## config.mk

```make
export PLATFORM = sky130hd
export DESIGN_NAME = blk_load_sched
export DESIGN_NICKNAME = d
export VERILOG_FILES = /design/src/rtl/blk_sched_pkg.sv /design/src/rtl/blk_slot.sv /design/src/rtl/blk_drain_seq.sv /design/src/rtl/blk_load_sched.sv
export SDC_FILE = /design/constraint.sdc
export NUM_CORES = 1
export LEC_CHECK = 0
export ABC_AREA = 1
export ABC_CLOCK_PERIOD_IN_PS = 1910
export BUFFER_PORTS_ARGS = -buffer_cell sky130_fd_sc_hd__buf_2
export CAP_MARGIN = 20
export CORE_ASPECT_RATIO = 1.4
export CORE_MARGIN = 3
export CORE_UTILIZATION = 50
export CTS_CLUSTER_DIAMETER = 150
export DETAILED_ROUTE_END_ITERATION = 8
export PLACE_DENSITY = 0.75
export SLEW_MARGIN = 20
export SYNTH_ARGS = -nofsm -noshare
export SYNTH_HDL_FRONTEND = slang
export SYNTH_SLANG_ARGS = --single-unit
```

## constraint.sdc

```tcl
create_clock -name clk_i -period 1.91 [get_ports clk_i]
set_clock_uncertainty 0.05 [all_clocks]
set_input_delay 0.0955 -clock clk_i [delete_from_list [all_inputs] [get_ports clk_i]]
set_output_delay 0.0955 -clock clk_i [all_outputs]
set_load 0.01 [all_outputs]
```

## src/rtl/blk_sched_pkg.sv

```systemverilog
package blk_sched_pkg;
  typedef enum logic [1:0] {
    OP_LOAD  = 2'b00,
    OP_CLEAR = 2'b01,
    OP_SET   = 2'b10,
    OP_FILL  = 2'b11
  } blk_op_e;

  typedef enum logic [1:0] {
    SLOT_EMPTY = 2'b00,
    SLOT_OPEN  = 2'b01,
    SLOT_READY = 2'b10
  } slot_st_e;
endpackage

```

## src/rtl/blk_slot.sv

```systemverilog
module blk_slot
  import blk_sched_pkg::*;
(
  input  logic     clk_i,
  input  logic     rst_ni,
  input  logic     open_i,
  input  blk_op_e  op_i,
  input  logic     close_i,
  input  logic     data_i,
  input  logic     free_i,
  output slot_st_e state_o,
  output blk_op_e  op_o,
  output logic     dok_o
);
  slot_st_e st_q;
  blk_op_e  op_q;
  logic     dok_q;

  always_ff @(posedge clk_i or negedge rst_ni) begin
    if (!rst_ni) begin
      st_q  <= SLOT_EMPTY;
      op_q  <= OP_LOAD;
      dok_q <= 1'b0;
    end else begin
      if (data_i) dok_q <= 1'b1;
      if (open_i) begin
        st_q  <= SLOT_OPEN;
        op_q  <= op_i;
        dok_q <= 1'b0;
      end
      if (close_i) st_q <= SLOT_READY;
      if (free_i) begin
        st_q  <= SLOT_EMPTY;
        dok_q <= 1'b0;
      end
    end
  end

  assign state_o = st_q;
  assign op_o    = op_q;
  assign dok_o   = dok_q;


  open_empty_chk: assert property (@(posedge clk_i) disable iff (!rst_ni)
    open_i |-> st_q == SLOT_EMPTY);

  close_open_chk: assert property (@(posedge clk_i) disable iff (!rst_ni)
    close_i |-> st_q == SLOT_OPEN);

  free_ready_chk: assert property (@(posedge clk_i) disable iff (!rst_ni)
    free_i |-> st_q == SLOT_READY);
endmodule

```

## src/rtl/blk_drain_seq.sv

```systemverilog
module blk_drain_seq
  import blk_sched_pkg::*;
#(
  parameter int CLR_CYCLES = 4
) (
  input  logic    clk_i,
  input  logic    rst_ni,
  input  logic    head_ready_i,
  input  blk_op_e head_op_i,
  input  logic    head_dok_i,
  input  logic    wr_done_i,
  output logic    start_o,
  output blk_op_e op_o,
  output logic    busy_n_o,
  output logic    done_o
);
  localparam int CNT_W = $clog2(CLR_CYCLES + 1);

  logic             active_q, start_q;
  blk_op_e          op_q;
  logic [CNT_W-1:0] cnt_q;
  logic             go;

  assign go     = !active_q && head_ready_i && (head_op_i != OP_LOAD || head_dok_i);
  assign done_o = active_q && ((op_q == OP_LOAD) ? wr_done_i : (cnt_q == '0));

  always_ff @(posedge clk_i or negedge rst_ni) begin
    if (!rst_ni) begin
      active_q <= 1'b0;
      start_q  <= 1'b0;
      op_q     <= OP_LOAD;
      cnt_q    <= '0;
    end else begin
      start_q <= go;
      if (go) begin
        active_q <= 1'b1;
        op_q     <= head_op_i;
        cnt_q    <= CNT_W'(CLR_CYCLES - 1);
      end else if (active_q) begin
        if (done_o) active_q <= 1'b0;
        else if (cnt_q != '0) cnt_q <= cnt_q - 1'b1;
      end
    end
  end

  assign start_o  = start_q;
  assign op_o     = op_q;
  assign busy_n_o = !active_q;


  start_pulse_chk: assert property (@(posedge clk_i) disable iff (!rst_ni)
    start_o |=> !start_o);

  start_from_idle_chk: assert property (@(posedge clk_i) disable iff (!rst_ni)
    start_o |-> !busy_n_o && $past(busy_n_o));

  busy_release_chk: assert property (@(posedge clk_i) disable iff (!rst_ni)
    $rose(busy_n_o) |-> $past(wr_done_i) || $past(op_q != OP_LOAD));
endmodule

```

## src/rtl/blk_load_sched.sv

```systemverilog
module blk_load_sched
  import blk_sched_pkg::*;
#(
  parameter int CLR_CYCLES = 4
) (
  input  logic       clk_i,
  input  logic       rst_ni,
  input  logic       cw_valid_i,
  input  logic [1:0] cw_op_i,
  input  logic       data_done_i,
  input  logic       load_req_i,
  input  logic       wr_done_i,
  output logic       wr_start_o,
  output logic [1:0] wr_op_o,
  output logic       wr_buf_o,
  output logic       busy_n_o,
  output logic       req_ovr_o,
  output logic       buf_ovr_o
);
  localparam int NUM_BUF = 2;

  slot_st_e st  [NUM_BUF];
  blk_op_e  sop [NUM_BUF];
  logic     dok [NUM_BUF];

  logic    rx_q, hd_q, last_q, req_ovr_q, buf_ovr_q;
  logic    cw_take, req_take, data_take, done;
  blk_op_e run_op;

  assign cw_take   = cw_valid_i && (st[rx_q] == SLOT_EMPTY);
  assign req_take  = load_req_i && (st[rx_q] == SLOT_OPEN);
  assign data_take = data_done_i && (st[last_q] != SLOT_EMPTY);

  for (genvar i = 0; i < NUM_BUF; i++) begin : g_slot
    blk_slot u_slot (
      .clk_i   (clk_i),
      .rst_ni  (rst_ni),
      .open_i  (cw_take && rx_q == 1'(i)),
      .op_i    (blk_op_e'(cw_op_i)),
      .close_i (req_take && rx_q == 1'(i)),
      .data_i  (data_take && last_q == 1'(i)),
      .free_i  (done && hd_q == 1'(i)),
      .state_o (st[i]),
      .op_o    (sop[i]),
      .dok_o   (dok[i])
    );
  end

  blk_drain_seq #(.CLR_CYCLES(CLR_CYCLES)) u_seq (
    .clk_i        (clk_i),
    .rst_ni       (rst_ni),
    .head_ready_i (st[hd_q] == SLOT_READY),
    .head_op_i    (sop[hd_q]),
    .head_dok_i   (dok[hd_q]),
    .wr_done_i    (wr_done_i),
    .start_o      (wr_start_o),
    .op_o         (run_op),
    .busy_n_o     (busy_n_o),
    .done_o       (done)
  );

  always_ff @(posedge clk_i or negedge rst_ni) begin
    if (!rst_ni) begin
      rx_q      <= 1'b0;
      hd_q      <= 1'b0;
      last_q    <= 1'b0;
      req_ovr_q <= 1'b0;
      buf_ovr_q <= 1'b0;
    end else begin
      if (cw_take) last_q <= rx_q;
      if (req_take) rx_q <= ~rx_q;
      if (done) hd_q <= ~hd_q;
      if (load_req_i && !req_take) req_ovr_q <= 1'b1;
      if (cw_valid_i && !cw_take) buf_ovr_q <= 1'b1;
    end
  end

  assign wr_op_o   = run_op;
  assign wr_buf_o  = hd_q;
  assign req_ovr_o = req_ovr_q;
  assign buf_ovr_o = buf_ovr_q;


  req_ovr_sticky_chk: assert property (@(posedge clk_i) disable iff (!rst_ni)
    req_ovr_o |=> req_ovr_o);

  buf_ovr_sticky_chk: assert property (@(posedge clk_i) disable iff (!rst_ni)
    buf_ovr_o |=> buf_ovr_o);

  buf_hold_chk: assert property (@(posedge clk_i) disable iff (!rst_ni)
    !busy_n_o && $past(!busy_n_o) |-> $stable(wr_buf_o));
endmodule

```

## Word-level counts from Yosys, hierarchy flattened

Cells that the tools add are included.

| operators by class | value |
|---|---|
| reduce and logical (&&, ||, !) cells | 33 |
| bitwise gates (word level) | 6 |
| $mul | 0 |
| muxes and demuxes | 35 |
| shifts and indexed selects | 0 |
| $lt $le $gt $ge | 3 |
| add/sub/neg operators | 1 |
| equality and inequality tests | 3 |
| divide/modulo/power cells | 0 |

Operator list:

| kind | number |
|---|---|
| $mux 2 | 18 |
| $logic_and 1x1->1 | 16 |
| $reduce_bool 3->1 | 5 |
| $mux 1 | 13 |
| $mux 3 | 4 |
| $reduce_bool 2->1 | 4 |
| $ge 2x2->1 const B | 3 |
| $not 1->2 | 3 |
| $logic_not 2->1 | 2 |
| $logic_not 1->1 | 3 |
| $logic_not 3->1 | 1 |
| $not 1->1 | 3 |
| $reduce_and 3->1 | 1 |
| $sub 3x1->3 const B | 1 |
| $eq 2x1->1 const B | 1 |
| $eq 2x2->1 const B | 1 |
| $ne 2x1->1 const B | 1 |
| $logic_or 1x1->1 | 1 |

| storage, ports and cells | value |
|---|---|
| bits in latches | 0 |
| memories kept | 0 |
| output and inout bits | 7 |
| RAM bits | 0 |
| register bits after elaboration | 22 |
| ROM bits | 0 |

## Logic depth before layout (Yosys ltp)

Gate-level depths: netlist of run 1.

| depth | value |
|---|---|
| depth in word-level cells | 10 |
| mapped depth | 10 |
| gate-level depth less buffers | 10 |

## Hierarchy

From an unflattened synthesis of run 1, not the netlist that was laid out.

| second synthesis, totals | value |
|---|---|
| cells, all modules | 149 |
| area, all modules | 1157.4 um2 |

By module, submodules not included:

| module | area each (um2) | instances | cells an instance | sequential area each (um2) |
|---|---|---|---|---|
| blk_slot | 198.9 | 2 | 24 | 125.1 |
| blk_drain_seq | 392.9 | 1 | 44 | 175.2 |
| blk_load_sched | 366.6 | 1 | 57 | 125.1 |

## Worst setup path before layout of run 1

Ideal clock, no wire load.

| path | value |
|---|---|
| path kind | reg-to-reg |
| start point | register u_seq.cnt_q[0] |
| end point | register u_seq.cnt_q[2] |
| library setup time | 0.118 ns |
| slack | 0.447 ns |
| arrival time | 1.295 ns |
| cell stages (with the launch flop) | 10 |
| path through | dfrtp_1 > inv_1 > ha_1 > ha_1 > inv_1 > o21ai_0 > nand2_1 > nand3_1 > nand3_1 > nand2_1 |

| on the way | value |
|---|---|
| longest elaborated chain between the ends | 5 |
| elaborated cells on any way between the ends | 12 |

RTL lines:

| item | line | text |
|---|---|---|
| from (decl) | blk_drain_seq.sv:21 | `logic [CNT_W-1:0] cnt_q;` |
| from (signal assigned) | blk_drain_seq.sv:38 | `cnt_q <= CNT_W'(CLR_CYCLES - 1);` |
| from (signal assigned) | blk_drain_seq.sv:41 | `else if (cnt_q != '0) cnt_q <= cnt_q - 1'b1;` |
| $sub 3x1->3 or $logic_not 3->1 (tied branches) | blk_drain_seq.sv:41, blk_drain_seq.sv:25 |  |
| $mux 3 or $mux 1 (tied branches) | blk_drain_seq.sv:41, blk_drain_seq.sv:25 |  |
| $mux 3 or $logic_and 1x1->1 (tied branches) | blk_drain_seq.sv:40, blk_drain_seq.sv:25 |  |
| $mux 3 or $ne 2x1->1 (tied branches) | - |  |
| $mux 3 or $reduce_and 3->1 (tied branches) | - |  |

Parallel ways exist; a longest one is shown, timed or not. The select of a mux whose other input is x is not followed.
A chain may end at the register's enable or synchronous reset.

## Final worst setup path of run 1

| path | value |
|---|---|
| start point | register u_seq.cnt_q[0] |
| end point | register u_seq.cnt_q[0] |

Same word-level chain as after synthesis.

==> results.md, run 1 <==
Outcome:
- The flow ran to the end, and the final reports show no timing, DRC or antenna violations.

Worst hold path:
- The worst min-delay path startpoint is data_done_i.
- The worst hold path terminates at g_slot[1].u_slot.dok_o.
- The worst hold path depth is 3.
- The path type of the worst min-delay path is input pin to flip-flop.

STA:
- The final hold violation count is 0.
- The final-report setup violation count is 0.
- The count of final max-slew check failures came to 0.
- For this run, the top clock speed supported by timing is 605.2 MHz.
- Setup repair after global routing left no endpoint under its margin.
- At the pin with the least slew margin, the transition time is between 0.5 and 0.6 ns.
- After routing, the total negative slack on setup checks comes to 0 ns.
- Measured against its own limit, the worst slew margin works out to between 60 and 70%.
- The minimum clock period is between 1.5 and 2 ns.
- In the finished design, the share of the clock period the worst path needs comes to between 80% and 90%.

Layout:
- The proportion of layout cells with a drive suffix above 1 is 16.56%.
- The net count of the finished layout is 174.
- The area growth from synthesis to layout is 13.83%.
- The count of cells in the finished layout, fillers not included, comes to approximately 180.
- 0 antenna diodes ended up in the layout.
- The number of filler instances in the final layout is around 190.

Placement:
- The final estimated routing congestion in global placement is just under 0.9.
- The port buffer count is 14.
- The HPWL reported at the end of detailed placement is around 1700 µm.
- The cell count after placement is between 150 and 200.

Global route:
- The via count of the first global-routing pass was around 930.
- The first global-routing pass estimated ~4000 µm of wire.
- The combined global-route utilization of all metal layers is 18.11%.
- Entering global routing, the biggest net connects 23 pins.
- After global routing the overflow that remains totals 0.
- The number of antenna violations at the first check in global routing is 0.

Synth:
- Counting every net in the synthesized netlist gives approximately 150.
- The cell count after synthesis is 143.
- Averaged over all synthesized cells, the footprint is 7.910 µm².
- Summing the areas of all fa, ha and maj instances in the mapped netlist gives around 2.2% of the synthesized area.
- The share of the synthesized area in the top cell type is roughly half.
- Summed over all instances, the cell type with the most area after synthesis is sky130_fd_sc_hd__dfrtp_1.
- By area, the combinational part of the netlist is dominated by simple AND/OR/NAND/NOR gates.
- The synthesized design contains 0 enable-type register cells.
- The share of the synthesized area in compound gates (AO/OA/AOI/OAI) is between 10% and 20%.
- The proportion of register bits with asynchronous set or reset after synthesis is between 90% and 100%.
- The share of the Yosys chip area taken by registers is around half.
- The post-synthesis xor/xnor area fraction is 0%.
- After synthesis, the netlist uses 20 different library cells.
- The most numerous cell in the Yosys netlist is sky130_fd_sc_hd__nand2_1.
- The most used flip-flop cell after synthesis is sky130_fd_sc_hd__dfrtp_1.
- Sorting the synthesized cells by area gives the leading types as sky130_fd_sc_hd__dfrtp_1 (49%), sky130_fd_sc_hd__nand2_1 (16%), sky130_fd_sc_hd__inv_1 (8.0%).
- The fraction of the mapped netlist area in simple logic gates is between 20 and 30%.
- The portion of netlist area occupied by mux cells is 0%.
- The Yosys warning count is 0.
- Synthesis inferred 22 register bits.
- The mapped netlist covers ~1100 µm².
- The commonest cells after synthesis are sky130_fd_sc_hd__nand2_1 (47), sky130_fd_sc_hd__inv_1 (24), sky130_fd_sc_hd__dfrtp_1 (22), sky130_fd_sc_hd__nand3_1 (10), sky130_fd_sc_hd__nor2_1 (8).

Critical path:
- Data arrives at the worst endpoint at about 1.8 ns.
- The worst flop-to-flop path endpoint is u_seq.cnt_q[0].
- The critical path data required time is around 2.1 ns.
- In this run the register-to-register setup slack is roughly 0.26 ns.
- The kind of critical path is flip-flop to flip-flop.
- The worst register-to-register path has a depth of 9.
- STA classifies the critical path startpoint as a flip-flop.
- The worst setup path is captured at a flip-flop.
- The startpoint identified for the worst register-to-register timing path is u_seq.cnt_q[0].
- Of all nets on the critical path, the largest fanout is 5.

CTS:
- Post-CTS timing repair inserted 0 buffers for setup.
- The root buffer cell chosen for the clock tree is sky130_fd_sc_hd__clkbuf_4.
- The number of buffers created by CTS is 3.
- CTS built an H-tree with a depth of 1.
- The number of buffers between clock root and the deepest sink is 2.
- The tree built by TritonCTS fans out to 22 sinks.
- The number of instances resized during post-cts repair is 0.
- The count of hold buffers inserted by post-cts repair is 4.
- The post-CTS clock slew at the launch and capture registers of the worst setup and hold paths is approximately 0.12 ns.
- The clock latency reported for the late side of the worst-skew pair is 0.31 ns.
- The TritonCTS clock tree is built.

Floorplanning:
- The die is 62.28 µm tall.
- The standard-cell row count is 19.
- For this configuration, the core starts out at a cell density of a little under three fifths.
- The floorplan step set the die width to 46.20 µm.
- The top-level I/O count is 15.
- The die area is between 2000 and 3000 µm².
- The area of the core region is between 2000 and 2500 µm².

Routing:
- After detailed routing, the number of vias per cell comes to 5.283.
- The total number of vias is roughly 970.
- The count of unresolved DRC violations after routing is 0.
- The count of routing violations after the opening detailed-route iteration is 21.
- The total iterations of the first detailed-routing run is 4.
- In this run the remaining antenna-violating nets after routing total 0.
- The total routed wirelength is roughly 2200 µm.
- Dividing the detail-routed wire length by the instance count gives between 10 and 15 µm.

Power:
- In this run the power density over the cells is 1627 nW/µm².
- Across the VDD grid, the largest voltage drop is 0.8393 mV.
- The leakage component of the power is 0.7188 nW.

Flow run:
- The tool flagged a number of max-cap violations equal to 0.
==> how the worst max path moves through the flow <==
stage                                end  cells past startpoint           start  slack, ns
after floorplan           u_seq.cnt_q[2]                      9  u_seq.cnt_q[0]       0.45
after CTS                 u_seq.cnt_q[0]                      9  u_seq.cnt_q[0]       0.25
after global routing      u_seq.cnt_q[0]                      9  u_seq.cnt_q[0]       0.07
after detailed placement  u_seq.cnt_q[2]                      9  u_seq.cnt_q[0]       0.28
after global placement    u_seq.cnt_q[2]                      9  u_seq.cnt_q[0]       0.36
final                     u_seq.cnt_q[0]                      9  u_seq.cnt_q[0]       0.26
==> cells in the final DEF (no fill, tap or decap), types with 3 or more instances in the layout <==
master / n
sky130_fd_sc_hd__nand2_1: 47
sky130_fd_sc_hd__nand4_1: 5
sky130_fd_sc_hd__dlygate4sd3_1: 4
sky130_fd_sc_hd__dfrtp_1: 22
sky130_fd_sc_hd__o21ai_2: 4
sky130_fd_sc_hd__buf_2: 14
sky130_fd_sc_hd__a31oi_1: 3
sky130_fd_sc_hd__inv_1: 24
sky130_fd_sc_hd__clkbuf_4: 3
sky130_fd_sc_hd__o21ai_0: 4
sky130_fd_sc_hd__nand3_1: 10
sky130_fd_sc_hd__nor2_1: 8
sky130_fd_sc_hd__a21oi_1: 3
==> layout make-up <==
type                    count  area, µm²  area share [%]
inverters                  24      90.09           6.997
flip-flops and latches     22      550.5           42.76
multi-input cells          95      474.2           36.83
well taps                  21      26.28           2.041
clock buffers               4      36.28           2.818
repair buffers             18      110.1           8.552
==> where the power goes <==
group | total, W | leakage, nW | internal, W | switching, W
Combinational | 0.000976 | 0.435 | 0.000356 | 0.000621
Sequential | 0.000864 | 0.263 | 0.000660 | 0.000203
Clock | 0.000254 | 0.0210 | 0.000116 | 0.000138
==> through the flow <==
stage               power (W)  hold slack, ns  util (%)  setup WS [ns]  instance area, µm²
floorplan            0.001616         -0.2501         -         0.4470                1131
global placement     0.001811         0.03519     59.24         0.3629                1211
detailed placement   0.001850         0.04093     59.24         0.2762                1211
CTS                  0.002115         0.03229     62.97         0.2533                1287
global route         0.002330         0.04385     62.97        0.07456                1287
finish               0.002094         0.03578     62.97         0.2577                1287
==> kinds of logic after synthesis <==
kind of cell	Yosys count
AOI/OAI and AO/OA	18
adders and majority gates	2
buffers and inverters	26
DFF	22
and+or+nand+nor	75
==> worst max-delay path: stages, from the launching register on <==
cell and delay, ns:
sky130_fd_sc_hd__dfrtp_1 0.36, sky130_fd_sc_hd__inv_1 0.06, sky130_fd_sc_hd__ha_1 0.19, sky130_fd_sc_hd__ha_1 0.17
sky130_fd_sc_hd__inv_1 0.12, sky130_fd_sc_hd__o21ai_0 0.13, sky130_fd_sc_hd__nand2_1 0.17, sky130_fd_sc_hd__nand3_1 0.14
sky130_fd_sc_hd__nand2_1 0.08, sky130_fd_sc_hd__nand3_1 0.06
==> flip-flops by register name, summed over array words and instances, names as in the netlist <==
| register | count |
|---|---|
| wr_buf_o | 1 |
| u_seq.op_o | 2 |
| u_seq.cnt_q | 3 |
| g_slot.u_slot.dok_o | 2 |
| last_q | 1 |
| g_slot.u_slot.state_o | 4 |
| u_seq.start_o | 1 |
| u_seq.active_q | 1 |
| g_slot.u_slot.op_o | 4 |
| req_ovr_o | 1 |
| buf_ovr_o | 1 |
| rx_q | 1 |
==> layer usage <==
metal  global-route usage [%]  wire [µm]
met5                        0          0
met4                    7.473         40
met3                    1.734         79
met2                    29.83       1118
met1                    23.09        933
Power figures use the tool's default switching activity.
==> inputs of run 2 (changes only) <==
--- a/config.mk
+++ b/config.mk
@@ -10,7 +10,6 @@
 export BUFFER_PORTS_ARGS = -buffer_cell sky130_fd_sc_hd__buf_2
 export CAP_MARGIN = 20
 export CORE_ASPECT_RATIO = 1.4
-export CORE_MARGIN = 3
 export CORE_UTILIZATION = 50
 export CTS_CLUSTER_DIAMETER = 150
 export DETAILED_ROUTE_END_ITERATION = 8
==> results.md, run 2 (synthesized netlist as in run 1, its figures left out) <==
Outcome:
- The flow ran to the end, and the final reports show no timing, DRC or antenna violations.

Global route:
- The via count of the first global-routing pass was 899.
- The first-pass GRT wire length is about 3800 µm.
- The number of antenna violations at the first check in global routing came to 0.
- Across every metal layer, demand over resource in global routing totals between 20 and 25%.
- Summed over all layers, the global routing overflow is 0.
- The pin count of the biggest net entering global routing is 23.

Routing:
- The count of unresolved DRC violations after routing is 0.
- After detailed routing, the average wire length per cell comes to 11.92 µm.
- Before antenna repair, the detailed router went through 4 iterations.
- The post-detailed-route count of antenna-violating nets is 0.
- The total number of vias is 960.
- The via density per instance is 5.217.
- The count of routing violations after the opening detailed-route iteration is 24.
- Summed over all layers, the routed wires come to about 2200 µm.

Critical path:
- Traced cell by cell, the critical path runs through inv_1 -> ha_1 -> ha_1 -> inv_1 -> o21ai_0 -> nand2_1 -> nand3_1 -> nand2_1 -> nand3_1.
- In this run the register-to-register setup slack is 0.24 ns.
- The slowest library cell on the worst path is sky130_fd_sc_hd__dfrtp_1.
- The worst setup path is launched from a flip-flop.
- The number of buffer and inverter instances along the worst setup path is 2.
- The critical path data required time is around 2 ns.
- The largest fanout on the critical path is 5.
- The worst setup path is captured at a flip-flop.
- In this run the critical register-to-register path is captured at u_seq.cnt_q[0].
- In this run the critical register-to-register path is launched from u_seq.cnt_q[0].
- The largest delay contributor family on the critical path is simple AND/OR/NAND/NOR gates.
- Data on the critical path arrives at its endpoint at ~1.8 ns.
- The critical path is of the flip-flop to flip-flop type.
- For the worst flop-to-flop path, the logic depth is 9.
- The critical path crosses 9 cells after its start point.
- In this design, the stage delay of the slowest critical-path cell is between 0.3 and 0.4 ns.

CTS:
- For the worst-skew pair, the clock arrives at the later sink with an insertion delay of 0.30 ns.
- Once the clock tree was built, the resizer swapped 0 gates to a different size.
- The number of buffers between clock root and the deepest sink is 2.
- In this run the post-CTS setup repair buffer count came out at 0.
- Clock-pin slew was measured on the worst setup and hold paths at 0.11 ns.
- Clock tree synthesis found a total of 22 sinks.
- TritonCTS built the clock tree.
- The number of buffers created by CTS is 3.
- In this run the clock root is driven by a sky130_fd_sc_hd__clkbuf_4.
- The count of hold buffers inserted by post-cts repair is 4.
- CTS built an H-tree with a depth of 1.

Power:
- VDD sags by at most between 0.9 and 1 mV.
- In this run the power density over the cells is ~1600 nW/µm².
- The leakage component of the power is just over 0.7 nW.

Floorplanning:
- The initial utilization of the core area, before any placement, comes to 52.56%.
- The die is around 42 µm wide.
- The floorplan step defined a die boundary enclosing approximately 2500 µm².
- The die is slightly below 60 µm tall.
- The area of the core region is ~2200 µm².
- The top-level I/O count is 15.
- In this run the core area contains 20 standard-cell rows.

Flow run:
- The max-cap violation count is 0.

STA:
- Derived from the worst setup path, the maximum achievable clock frequency is approximately 600 MHz.
- The final hold violation count was 0.
- The final-report setup violation count is 0.
- The count of final max-slew check failures is 0.
- The transition at the pin with the smallest max-transition slack is ~0.52 ns.
- Setup total negative slack on the finished layout was measured at 0 ns.
- In this run the tightest slew margin relative to its limit is approximately two thirds.
- Setup repair after global routing left no endpoint under its margin.
- The portion of the clock cycle consumed by the worst path in the final layout is approximately 88%.
- The minimum clock period is around 1.7 ns.

Layout:
- The number of filler instances in the final layout is roughly 210.
- The number of nets in the finished design is between 150 and 200.
- In the layout the commonest cells are sky130_fd_sc_hd__nand2_1 (47), sky130_fd_sc_hd__inv_1 (24), sky130_fd_sc_hd__dfrtp_1 (22), sky130_fd_sc_hd__buf_2 (14), sky130_fd_sc_hd__nand3_1 (10).
- Cells with a size suffix above 1 make up approximately 16% of the layout.
- The layout overhead on the synthesized area is 12.72%.
- At the end of the flow the core is filled with cells to between 50 and 60%.
- The antenna diode count is 0.
- The most common cell after layout, fill and taps aside is sky130_fd_sc_hd__nand2_1.

Worst hold path:
- The path type of the worst min-delay path is input pin to flip-flop.
- The worst min-delay path startpoint is data_done_i.
- The destination of the worst hold path is g_slot[1].u_slot.dok_o.
- The worst hold path depth is 3.

Placement:
- The port buffer count is 14.
- The final estimated routing congestion in global placement is about 0.86.
- The HPWL reported at the end of detailed placement is about 1700 µm.
run 2: cell types whose count changed in the layout (fill, tap and decap cells not counted), sizes merged:
cell / before / now
clkbuf: 4 / 3
run 2: layout make-up:
cell class                 count  area [µm²]  share of cell area [%]
sequential                    22       550.5                   43.18
multi-input combinational     95       474.2                   37.19
timing repair buffer          18       110.1                   8.636
inverter                      24       90.09                   7.066
tap                           22       27.53                   2.159
clock buffer                   3       22.52                   1.766
run 2: report_power, final:
part	internal [W]	total [W]	switching, W
logic	0.000356	0.000977	0.000621
registers	0.000660	0.000867	0.000207
clock network	0.0000736	0.000205	0.000132
total	0.00109	0.00205	0.000959
run 2: worst reg2reg max path: stages (launching register included):
cell and delay [ns]:
sky130_fd_sc_hd__dfrtp_1 0.37, sky130_fd_sc_hd__inv_1 0.06, sky130_fd_sc_hd__ha_1 0.20, sky130_fd_sc_hd__ha_1 0.18, sky130_fd_sc_hd__inv_1 0.12, sky130_fd_sc_hd__o21ai_0 0.12, sky130_fd_sc_hd__nand2_1 0.15, sky130_fd_sc_hd__nand3_1 0.14
sky130_fd_sc_hd__nand2_1 0.10, sky130_fd_sc_hd__nand3_1 0.06
run 2: per-stage QoR:
step / cell area, µm² / hold slack (ns) / instances / worst slack [ns] / power [W]
floorplan: 1131 / -0.2501 / 143 / 0.4470 / 0.001616
global placement: 1212 / 0.03935 / 177 / 0.3658 / 0.001811
detailed placement: 1212 / 0.04327 / 177 / 0.2681 / 0.001853
CTS: 1275 / 0.01377 / 184 / 0.2451 / 0.002070
global route: 1275 / 0.06079 / 184 / 0.06862 / 0.002262
finish: 1275 / 0.02656 / 184 / 0.2384 / 0.002049
run 2: metal layers:
metal  wire length [µm]  vias up  track usage [%]
met5                  0        -                0
met4                 20        0            8.036
met3                 64        4            1.869
met2               1139       26            36.48
met1                971      441            24.40
li1                   -      489                -
run 2: worst max-delay path by stage:
| stage | from | end |
|---|---|---|
| final | u_seq.cnt_q[0] | u_seq.cnt_q[0] |
| after global routing | u_seq.cnt_q[0] | u_seq.cnt_q[0] |
| after CTS | u_seq.cnt_q[0] | u_seq.cnt_q[0] |
| after detailed placement | u_seq.cnt_q[0] | u_seq.cnt_q[0] |
| after global placement | u_seq.cnt_q[0] | u_seq.cnt_q[2] |
| after floorplan | u_seq.cnt_q[0] | u_seq.cnt_q[2] |
